## config.mk

```make
export PLATFORM = sky130hd
export DESIGN_NAME = ms_interval_timer
export DESIGN_NICKNAME = d
export VERILOG_FILES = /design/src/rtl/tmr_pkg.sv /design/src/rtl/tmr_regs.sv /design/src/rtl/tmr_prescaler.sv /design/src/rtl/tmr_period.sv /design/src/rtl/ms_interval_timer.sv
export SDC_FILE = /design/constraint.sdc
export NUM_CORES = 1
export LEC_CHECK = 0
export BUFFER_PORTS_ARGS = -buffer_cell sky130_fd_sc_hd__buf_2
export CORE_MARGIN = 2
export CORE_UTILIZATION = 60
export CTS_BUF_LIST = sky130_fd_sc_hd__clkbuf_4 sky130_fd_sc_hd__clkbuf_8
export DETAILED_ROUTE_END_ITERATION = 7
export MAX_ROUTING_LAYER = met4
export PLACE_DENSITY = 0.93
export SLEW_MARGIN = 30
export SYNTH_ARGS = -nofsm -noshare
export SYNTH_HDL_FRONTEND = slang
export SYNTH_SLANG_ARGS = --single-unit
```

## constraint.sdc

```tcl
create_clock -name clk -period 3.4 [get_ports clk]
set_input_delay 0.68 -clock clk [delete_from_list [all_inputs] [get_ports clk]]
set_output_delay 0.68 -clock clk [all_outputs]
set_load 0.02 [all_outputs]
```

## src/rtl/tmr_pkg.sv

```systemverilog
// Package: shared register offsets and access kinds for the interval timer.
// Assumes byte addressing with 32-bit word registers.
package tmr_pkg;
    localparam logic [13:0] TMR_RELOAD_OFS = 14'h228;
    localparam logic [13:0] TMR_COUNT_OFS  = 14'h230;

    typedef enum logic [1:0] {
        ACC_NONE  = 2'd0,
        ACC_LOAD  = 2'd1,
        ACC_ACK   = 2'd2,
        ACC_OTHER = 2'd3
    } tmr_access_e;
endpackage

```

## src/rtl/tmr_regs.sv

```systemverilog
// Register front end: decodes accesses, holds the reload value and the
// armed flag, and produces one-cycle restart and acknowledge strobes.
// Assumes a single-cycle access protocol with word-aligned decoding.
module tmr_regs
    import tmr_pkg::*;
#(
    parameter int ADDR_W = 14,
    parameter int DATA_W = 32
) (
    input  logic              clk,
    input  logic              rst_n,
    input  logic              bus_sel,
    input  logic              bus_wr,
    input  logic [ADDR_W-1:0] bus_addr,
    input  logic [DATA_W-1:0] bus_wdata,
    output logic [DATA_W-1:0] bus_rdata,
    output logic [DATA_W-1:0] reload_q,
    output logic              armed_q,
    output logic              restart,
    output logic              ack
);
    localparam int WORD_W = ADDR_W - 2;
    localparam logic [WORD_W-1:0] LOAD_WORD  = WORD_W'(TMR_RELOAD_OFS >> 2);
    localparam logic [WORD_W-1:0] COUNT_WORD = WORD_W'(TMR_COUNT_OFS >> 2);

    logic [WORD_W-1:0] word_idx;
    tmr_access_e       acc;
    logic              unused_lanes;

    assign word_idx     = bus_addr[ADDR_W-1:2];
    assign unused_lanes = ^bus_addr[1:0];

    // Classify the current access by target and direction.
    always_comb begin
        acc = ACC_NONE;
        if (bus_sel) begin
            if (bus_wr && word_idx == LOAD_WORD)        acc = ACC_LOAD;
            else if (!bus_wr && word_idx == COUNT_WORD) acc = ACC_ACK;
            else                                        acc = ACC_OTHER;
        end
    end

    assign restart = (acc == ACC_LOAD);
    assign ack     = (acc == ACC_ACK);

    // Hold the reload value and arm the timer on its first write.
    always_ff @(posedge clk) begin
        if (!rst_n) begin
            reload_q <= '0;
            armed_q  <= 1'b0;
        end else if (restart) begin
            reload_q <= bus_wdata;
            armed_q  <= 1'b1;
        end
    end

    // Return the reload value on its own read; everything else reads zero.
    always_comb begin
        bus_rdata = '0;
        if (bus_sel && !bus_wr && word_idx == LOAD_WORD)
            bus_rdata = reload_q;
    end
endmodule

```

## src/rtl/tmr_prescaler.sv

```systemverilog
// Prescaler: emits a one-cycle tick every CLKS_PER_MS cycles while armed.
// Assumes restart aligns the phase so that the first tick comes a full
// millisecond after the restart edge.
module tmr_prescaler #(
    parameter int CLKS_PER_MS = 50000
) (
    input  logic clk,
    input  logic rst_n,
    input  logic armed,
    input  logic restart,
    output logic tick
);
    generate
        if (CLKS_PER_MS <= 1) begin : g_pass
            logic unused_ps;
            assign unused_ps = clk ^ rst_n ^ restart;
            assign tick      = armed;
        end else begin : g_div
            localparam int PS_W = $clog2(CLKS_PER_MS);
            localparam logic [PS_W-1:0] PS_LAST = PS_W'(CLKS_PER_MS - 1);
            logic [PS_W-1:0] ps_cnt;

            assign tick = armed && (ps_cnt == PS_LAST);

            // Count cycles within the current millisecond.
            always_ff @(posedge clk) begin
                if (!rst_n || restart) ps_cnt <= '0;
                else if (tick)         ps_cnt <= '0;
                else if (armed)        ps_cnt <= ps_cnt + PS_W'(1);
            end
        end
    endgenerate
endmodule

```

## src/rtl/tmr_period.sv

```systemverilog
// Period counter: counts millisecond ticks and flags the tick that closes a
// period of reload+1 ms. Assumes the counter is one bit wider than the
// reload, so that reload+1 cannot overflow.
module tmr_period #(
    parameter int DATA_W = 32
) (
    input  logic              clk,
    input  logic              rst_n,
    input  logic              restart,
    input  logic              tick,
    input  logic [DATA_W-1:0] reload,
    output logic              expire,
    output logic [DATA_W:0]   ms_cnt
);
    localparam int PW = DATA_W + 1;

    logic [PW-1:0] ms_next;
    logic [PW-1:0] target;

    assign ms_next = ms_cnt + PW'(1);
    assign target  = {1'b0, reload} + PW'(1);
    assign expire  = tick && (ms_next == target);

    // Advance the millisecond count and wrap at the end of each period.
    always_ff @(posedge clk) begin
        if (!rst_n || restart) ms_cnt <= '0;
        else if (expire)       ms_cnt <= '0;
        else if (tick)         ms_cnt <= ms_next;
    end
endmodule

```

## src/rtl/ms_interval_timer.sv

```systemverilog
// Top level: a programmable millisecond periodic timer with a level
// interrupt. Priority on one edge: a reprogram clears, otherwise an expiry
// sets, otherwise an acknowledge clears.
module ms_interval_timer #(
    parameter int ADDR_W      = 14,
    parameter int DATA_W      = 32,
    parameter int CLKS_PER_MS = 50000
) (
    input  logic              clk,
    input  logic              rst_n,
    input  logic              bus_sel,
    input  logic              bus_wr,
    input  logic [ADDR_W-1:0] bus_addr,
    input  logic [DATA_W-1:0] bus_wdata,
    output logic [DATA_W-1:0] bus_rdata,
    output logic              irq_o
);
    logic [DATA_W-1:0] reload_q;
    logic              armed_q;
    logic              restart;
    logic              ack;
    logic              tick;
    logic              expire;
    logic [DATA_W:0]   ms_cnt;

    tmr_regs #(.ADDR_W(ADDR_W), .DATA_W(DATA_W)) i_regs (
        .clk       (clk),
        .rst_n     (rst_n),
        .bus_sel   (bus_sel),
        .bus_wr    (bus_wr),
        .bus_addr  (bus_addr),
        .bus_wdata (bus_wdata),
        .bus_rdata (bus_rdata),
        .reload_q  (reload_q),
        .armed_q   (armed_q),
        .restart   (restart),
        .ack       (ack)
    );

    tmr_prescaler #(.CLKS_PER_MS(CLKS_PER_MS)) i_presc (
        .clk     (clk),
        .rst_n   (rst_n),
        .armed   (armed_q),
        .restart (restart),
        .tick    (tick)
    );

    tmr_period #(.DATA_W(DATA_W)) i_period (
        .clk     (clk),
        .rst_n   (rst_n),
        .restart (restart),
        .tick    (tick),
        .reload  (reload_q),
        .expire  (expire),
        .ms_cnt  (ms_cnt)
    );

    // Interrupt level: reprogram clears, expiry sets, acknowledge clears.
    always_ff @(posedge clk) begin
        if (!rst_n)       irq_o <= 1'b0;
        else if (restart) irq_o <= 1'b0;
        else if (expire)  irq_o <= 1'b1;
        else if (ack)     irq_o <= 1'b0;
    end
endmodule

```

==> results.tsv, run 1 <==
stage	metric	value	unit
run_status	status	finished clean	
logic_synthesis	yosysTopAreaCell	dfxtp_1	
global_route	gr-usage-all-layers	32.1	%
logic_synthesis	synth-async-reset-ratio	0	%
timing	timing.fmax	309	MHz
worst_setup_path	required	3.65	ns
pwr	internal_power	0.00128	W
worst_hold_path	holdPathStages	2	
cts	clockBufferDepth	2	
finish	areaGrowthSynthToFinish	16.8	%
logic_synthesis	synth_fp_nets	739	
pwr	comb_power_share	3.2	%
die	die_y	99.6	um
timing	whs	0.515	ns
job	maxCapViolCount	0	
worst_setup_path	crit_arrival	3.49	ns
worst_setup_path	ff2ff_path_depth	9	
logic_synthesis	synth_edf_count	0	
timing	slew_headroom	62.8	%
pwr	clkPwrFrac	40.7	%
die	io-pin-count	83	
global_route	grt_pass1_vias	5206	
place	dp.final_hpwl	11.3	mm
route	route.met2.wl	7.10	mm
worst_setup_path	end_kind	register	
route	dr.max_layer_used	met4	
logic_synthesis	ys_seq_area_share	30.3	%
logic_synthesis	synthDistinctLibCells	56	
timing	hold_viol	0	
die	row_count	34	
timing	fin_tns_setup	0	ns
route	drc	0	
finish	n_antenna_cell	0	
route	ant_nets	0	
route	wl_met1	6.51	mm
cts	cts_tree	yes	
logic_synthesis	syn_avg_cell_area	7.99	um2
cts	htreeDepth	3	
global_route	overflow	0	
place	gp_congestion	1.01	
timing	period_minus_slack	3.23	ns
worst_setup_path	path_max_fanout	33	
die	die_w	99.6	um
timing	fin_worst_skew	0.0124	ns
route	viasPerCell	6.12	
pwr	p_leak	2.38	nW
logic_synthesis	netlist_area	5480	um2
place	port_buffers	80	
pwr	pwr_density_cell	270	nW/um2
route	route.met3.wl	1.32	mm
logic_synthesis	synth_top_area_share	30.3	%
pwr	power_frac_seq	56.1	%
logic_synthesis	synth-seq-cells	83	
cts	numClockSinks	83	
cts	cts_root_buf	clkbuf_8	
cts	cts-hold-fix-buffers	0	
global_route	grt_antenna_before_repair	0	
logic_synthesis	postSynthCellCount	686	
global_route	grt_pass1_wl	25.2	mm
cts	insertion_delay	0.37	ns
timing	report.final.slew_viol_count	0	
die	coreArea	8810	um2
die	initial_core_util	62.2	%
route	dr.pass1.iters	6	
route	wl_per_cell	16.9	um
worst_setup_path	critPathKind	reg2reg	
pwr	switching_share	25.7	%
route	drtIter0Drc	520	
route	vias	5478	
finish	drive_above_1_share	19.9	%
timing	setup_violations	0	
route	wl	15.1	mm
logic_synthesis	yosysWarningCount	0	
cts	cts.clk_slew.worst_paths	0.10	ns
timing	tightest_slew	0.558	ns
cts	cts_inserted_buffers	9	
logic_synthesis	yosys-top-cells-area	dfxtp_1 (30%), xnor2_1 (11%), nand2_1 (7.0%), xor2_1 (6.6%), nor3_1 (4.7%)	
pwr	vdd_drop_max	0.209	mV
timing	post-route-period-util	95.1	%
global_route	grt_max_degree	35	
worst_hold_path	hold_path.class	reg2reg	
finish	fillers	623	
logic_synthesis	synth_ff_type	dfxtp_1	
finish	fin_nets	835	
timing	grt_setup_unrepaired	false	
die	dieArea	9910	um2
pwr	p_switching	0.000445	W
worst_setup_path	crit_path_start_kind	register	
-- power groups by stage --
stage                     combinational, W  clock (W)  sequential, W
after floorplan                  0.0000190          0       0.000994
after global placement           0.0000515          0       0.000994
after detailed placement         0.0000541          0       0.000994
after CTS                        0.0000544   0.000704       0.000971
after global routing             0.0000590   0.000748       0.000972
final                            0.0000553   0.000703       0.000971
-- cells by family (layout without fill, tap and decap cells) --
group	Yosys count	after routing	share of synthesized area, %
and+or+nand+nor	375	375	36.7
xor gates and xnor gates	115	115	19.9
DFF	83	83	30.3
AOI/OAI and AO/OA	65	65	8.45
buffers and inverters	43	144	3.56
adders and majority gates	3	3	0.685
muxes	2	2	0.365
-- area by class of cell --
type	count	area (um2)	share of cell area, %
Multi-Input combinational cell	560	3640	56.9
Timing Repair Buffer	126	758	11.8
Clock buffer	9	124	1.93
Clock inverter	7	71.3	1.11
Inverter	2	7.51	0.117
Sequential cell	83	1660	26.0
Tap cell	108	135	2.11
-- metal layers --
metal  GRT usage, %  up-vias
li1               -     2603
met3           5.48       26
met4           8.54        0
met1           42.1     2570
met2           51.5      279
met5              -        -
-- cell usage in the layout (no fill, tap or decap), types with 3 or more instances in the layout --
master    count
buf_2        80
a21oi_1       6
nand2_1     102
o21ai_0       8
nor3_1       51
xor2_1       41
nor4_1       14
xnor3_1       6
or3_1         9
a211oi_1      3
and3_1       14
and4_1       13
xnor2_1      68
buf_4        45
dfxtp_1      82
nand4_1      35
ha_1          3
clkbuf_8      9
a21boi_0     32
or4_1         3
nand3_1      32
nor2_1       43
and2_1       37
-- cells in the mapped netlist (3+ instances only) --
cell type  number
a211oi_1        3
a21boi_0       32
a21oi_1         6
and2_1         37
and3_1         14
and4_1         13
buf_2           6
buf_6           3
clkbuf_1       29
dfxtp_1        83
ha_1            3
nand2_1       102
nand3_1        32
nand4_1        35
nor2_1         43
nor3_1         51
nor4_1         14
o21ai_0         8
or3_1           9
or4_1           3
xnor2_1        68
xnor3_1         6
xor2_1         41
-- path summary, 6_finish.rpt --
check | from | endpoint | slack, ns
setup / recovery | i_regs.reload_q[1] | i_period.ms_cnt[0] | 0.17
hold / removal | irq_o | irq_o | 0.51
setup reg to reg | i_regs.reload_q[1] | i_period.ms_cnt[0] | 0.17
hold reg to reg | irq_o | irq_o | 0.51
-- sequential cells by signal (all words and copies together) (netlist names) --
register / count
irq_o: 1
i_regs.reload_q: 32
i_period.ms_cnt: 33
i_regs.armed_q: 1
i_presc.g_div.ps_cnt: 16
-- metrics by stage --
step / total power [W] / setup WS (ns) / utilization, % / area (um2) / cells
global placement: 0.00105 / 0.300 / 70.5 / 6210 / 879
floorplan: 0.00101 / 0.259 / - / 5480 / 686
detailed placement: 0.00105 / 0.173 / 70.5 / 6210 / 879
CTS: 0.00173 / 0.138 / 72.7 / 6400 / 895
finish: 0.00173 / 0.166 / 72.7 / 6400 / 895
global route: 0.00178 / 0.0205 / 72.7 / 6400 / 895
-- critical path, stage by stage (launching register included) --
cell and delay (ns):
dfxtp_1 0.44, nand3_1 0.16, or4_1 0.60, or4_1 0.57, xnor3_1 0.21, nor3b_1 0.24, nand4_1 0.19, nor4_4 0.35
buf_12 0.24, nor3_1 0.09
-- what timing repair did --
action | 4_1_cts | 5_1_grt
setup buffers | 0 | 0
gates resized for setup | 0 | 1
setup endpoints to repair | 0 | 30
Note: power is estimated with default switching activity, not from simulation.
==> inputs of run 2 (changes only) <==
Settings changed: ABC_AREA set to 1, ABC_CLOCK_PERIOD_IN_PS set to 3400, CORE_UTILIZATION 60 to 61.
==> run 2 against run 1 <==
Net effect: final cell count up 54%; clock power decreased by 1%; synthesized area rose by 20%; largest power group unchanged; highest routed layer unchanged.
==> results.tsv, run 2 <==
stage	metric	value	unit	change
run_status	status	finished clean		
timing	setup_violations	0		unchanged
die	initial_core_util	63.3	%	+1.0 points
logic_synthesis	synth_top_area_share	27.1	%	-3.2 points
cts	insertion_delay	0.39	ns	+0.02 ns
cts	cts_resized	0		unchanged
logic_synthesis	synthDistinctLibCells	33		-41%
worst_hold_path	hold_path.class	reg2reg		
pwr	pwr_density_cell	237	nW/um2	-12%
die	io-pin-count	83		unchanged
timing	fin_worst_skew	0.0149	ns	+0.00254 ns
logic_synthesis	synth_fp_nets	1222		+65%
logic_synthesis	synth-seq-cells	83		unchanged
route	ant_nets	0		unchanged
logic_synthesis	synth_common_cells	nand2_1 (476), nor2_1 (154), inv_1 (113), dfxtp_1 (83), nand3_1 (70)		
global_route	grt_max_degree	65		+86%
worst_setup_path	crit_arrival	3.21	ns	-0.28 ns
global_route	grt_pass1_wl	30.9	mm	+23%
place	dp.final_hpwl	14.4	mm	+28%
cts	htreeDepth	3		unchanged
pwr	p_switching	0.000435	W	-2.1%
die	row_count	37		+8.8%
logic_synthesis	synth_edf_count	0		unchanged
finish	fillers	902		+45%
finish	regMostFlops	i_period.ms_cnt		
place	port_buffers	80		unchanged
place	gp_congestion	1.03		+2.1%
die	die_w	108	um	+8.4%
worst_setup_path	crit_top_cell	nand2_1		
timing	fin_tns_setup	0	ns	unchanged
timing	report.final.slew_viol_count	0		unchanged
worst_setup_path	required	3.73	ns	+0.08 ns
logic_synthesis	synth-async-reset-ratio	0	%	unchanged
place	dpl_worst_slack	0.577	ns	+0.404 ns
pwr	p_leak	3.22	nW	+35%
logic_synthesis	yosysWarningCount	0		unchanged
global_route	overflow	0		unchanged
cts	cts_tree	yes		
worst_setup_path	crit_chain	ha_1 > nand2_2 > nor2_4 > nand2_1 > nor2_1 > nand2_1 > xor2_1 > nand2_1 > nand2_1 > nand2_1 > nor2_1 > nand2_1 > nor2_4 > buf_12 > nor2_1 > nor2_1		
timing	grt_setup_unrepaired	false		
finish	n_antenna_cell	0		unchanged
finish	fin_nets	1293		+55%
die	die_y	108	um	+8.4%
logic_synthesis	syn_avg_cell_area	5.64	um2	-29%
global_route	gr-usage-all-layers	34.2	%	+2.1 points
cts	cts_root_buf	clkbuf_8		
timing	slew_headroom	53.7	%	-9.1 points
pwr	comb_power_share	3.5	%	+0.3 points
logic_synthesis	yosys-top-cells-area	nand2_1 (27%), dfxtp_1 (25%), nor2_1 (8.8%), inv_1 (6.4%), nand3_1 (5.3%)		
logic_synthesis	postSynthCellCount	1169		+70%
timing	tightest_slew	0.692	ns	+0.134 ns
cts	clockBufferDepth	2		unchanged
cts	cts.clk_slew.worst_paths	0.10	ns	about the same
logic_synthesis	synth_ff_type	dfxtp_1		
job	maxCapViolCount	0		unchanged
worst_setup_path	crit_path_start_kind	register		
cts	cts-hold-fix-buffers	0		unchanged
cts	numClockSinks	83		unchanged
timing	post-route-period-util	84.7	%	-10 points
route	vias	7604		+39%
logic_synthesis	synth_most_common_cell	nand2_1		
cts	cts_inserted_buffers	9		unchanged
global_route	grt_pass1_vias	6712		+29%
cts	cts_setup_buffers	0		unchanged
route	drc	0		unchanged
worst_setup_path	crit_path_max_incr_delay	0.55	ns	-0.05 ns
finish	areaGrowthSynthToFinish	10.8	%	
finish	final_common_cell	nand2_1		
die	dieArea	11600	um2	+17%
route	viasPerCell	5.51		-10%
timing	fin_ws	0.522	ns	+0.355 ns
worst_setup_path	path_max_fanout	34		+3.0%
logic_synthesis	netlist_area	6590	um2	+20%
pwr	power_frac_seq	56.2	%	about the same
route	drtIter0Drc	678		+30%
pwr	clkPwrFrac	40.3	%	-0.4 points
worst_setup_path	end_kind	register		
route	wl	18.5	mm	+22%
route	wl_per_cell	13.4	um	-21%
worst_setup_path	critPathKind	reg2reg		
timing	period_minus_slack	2.88	ns	-0.355 ns
finish	reg_top3	i_period.ms_cnt x33, i_regs.reload_q x32, i_presc.g_div.ps_cnt x16		
pwr	vdd_drop_max	0.221	mV	+6.1%
logic_synthesis	ys_seq_area_share	25.2	%	-5.1 points
finish	final_cell_mix	nand2_1 (475), nor2_1 (154), inv_1 (113), dfxtp_1 (83), buf_2 (80)		
timing	timing.fmax	347	MHz	+12%
pwr	internal_power	0.00129	W	+0.51%
route	dr.pass1.iters	7		+1
die	coreArea	10400	um2	+18%
pwr	switching_share	25.2	%	-0.51 points
finish	largest_reg_flops	33		unchanged
finish	drive_above_1_share	13.7	%	-6.3 points
logic_synthesis	yosysTopAreaCell	nand2_1		
worst_setup_path	cpMaxStageDelayCell	dfxtp_1		
global_route	grt_antenna_before_repair	0		unchanged
timing	hold_viol	0		unchanged
-- run 2: changes by cell type after synthesis, sizes merged, moves of 39 or more --
cell and change:
inv +115, nand2 +382, nand3 +39, nor2 +131, o21ai +60, xnor2 -62
-- run 2: critical path, delay by kind of cell, from the launching register on --
| kind | cells | cell delay, ns |
|---|---|---|
| xor gates and xnor gates | 1 | 0.20 |
| adders and majority gates | 1 | 0.29 |
| buffers and inverters | 1 | 0.25 |
| DFF | 1 | 0.55 |
| and+or+nand+nor | 13 | 1.49 |
-- run 2: metrics by stage --
step / utilization, % / hold slack (ns) / instance area (um2) / power, W / cells
detailed placement: 68.3 / 0.497 / 7120 / 0.00105 / 1365
global placement: 68.3 / 0.469 / 7120 / 0.00105 / 1365
global route: 70.1 / 0.533 / 7300 / 0.00178 / 1381
finish: 70.1 / 0.514 / 7300 / 0.00173 / 1381
CTS: 70.1 / 0.511 / 7300 / 0.00173 / 1381
floorplan: - / 0.457 / 6590 / 0.00102 / 1169
-- run 2: path summary, 6_finish.rpt --
path,from,endpoint,slack [ns],depth (start not counted)
max,i_regs.reload_q[0],irq_o,0.52,16
min,i_presc.g_div.ps_cnt[5],i_presc.g_div.ps_cnt[5],0.51,2
min reg2reg,i_presc.g_div.ps_cnt[5],i_presc.g_div.ps_cnt[5],0.51,2
max reg2reg,i_regs.reload_q[0],irq_o,0.52,16
-- run 2: power groups by stage --
stage | registers, W | clock network [W] | logic, W
2_1_floorplan | 0.000994 | 0 | 0.0000257
4_1_cts | 0.000971 | 0.000696 | 0.0000591
6_report | 0.000971 | 0.000696 | 0.0000596
5_1_grt | 0.000971 | 0.000742 | 0.0000665
3_3_place_gp | 0.000994 | 0 | 0.0000575
3_5_place_dp | 0.000994 | 0 | 0.0000589
-- run 2: layer usage --
layer	vias to the layer above	global-route usage, %	wire [um]	share of wire [%]
li1	3816	-	-	-
met1	3358	43.0	7820	42
met2	374	54.6	8420	46
met3	56	6.15	1650	8.9
met4	0	13.4	595	3.2
met5	-	-	0	0
-- run 2: cell type report --
class / count / area (um2) / area share, %
Clock buffer: 10 / 138 / 1.89
Clock inverter: 6 / 47.5 / 0.651
Inverter: 117 / 439 / 6.02
Multi-Input combinational cell: 942 / 4370 / 59.8
Sequential cell: 83 / 1660 / 22.8
Tap cell: 136 / 170 / 2.33
Timing Repair Buffer: 87 / 478 / 6.55
-- run 2: cells by family after synthesis --
family | synth area share, %
mux | 0.152
flops | 25.2
simple gates | 53.6
compound gates | 8.32
fa+ha+maj | 0.570
xor+xnor | 3.59
buf+inv | 8.55
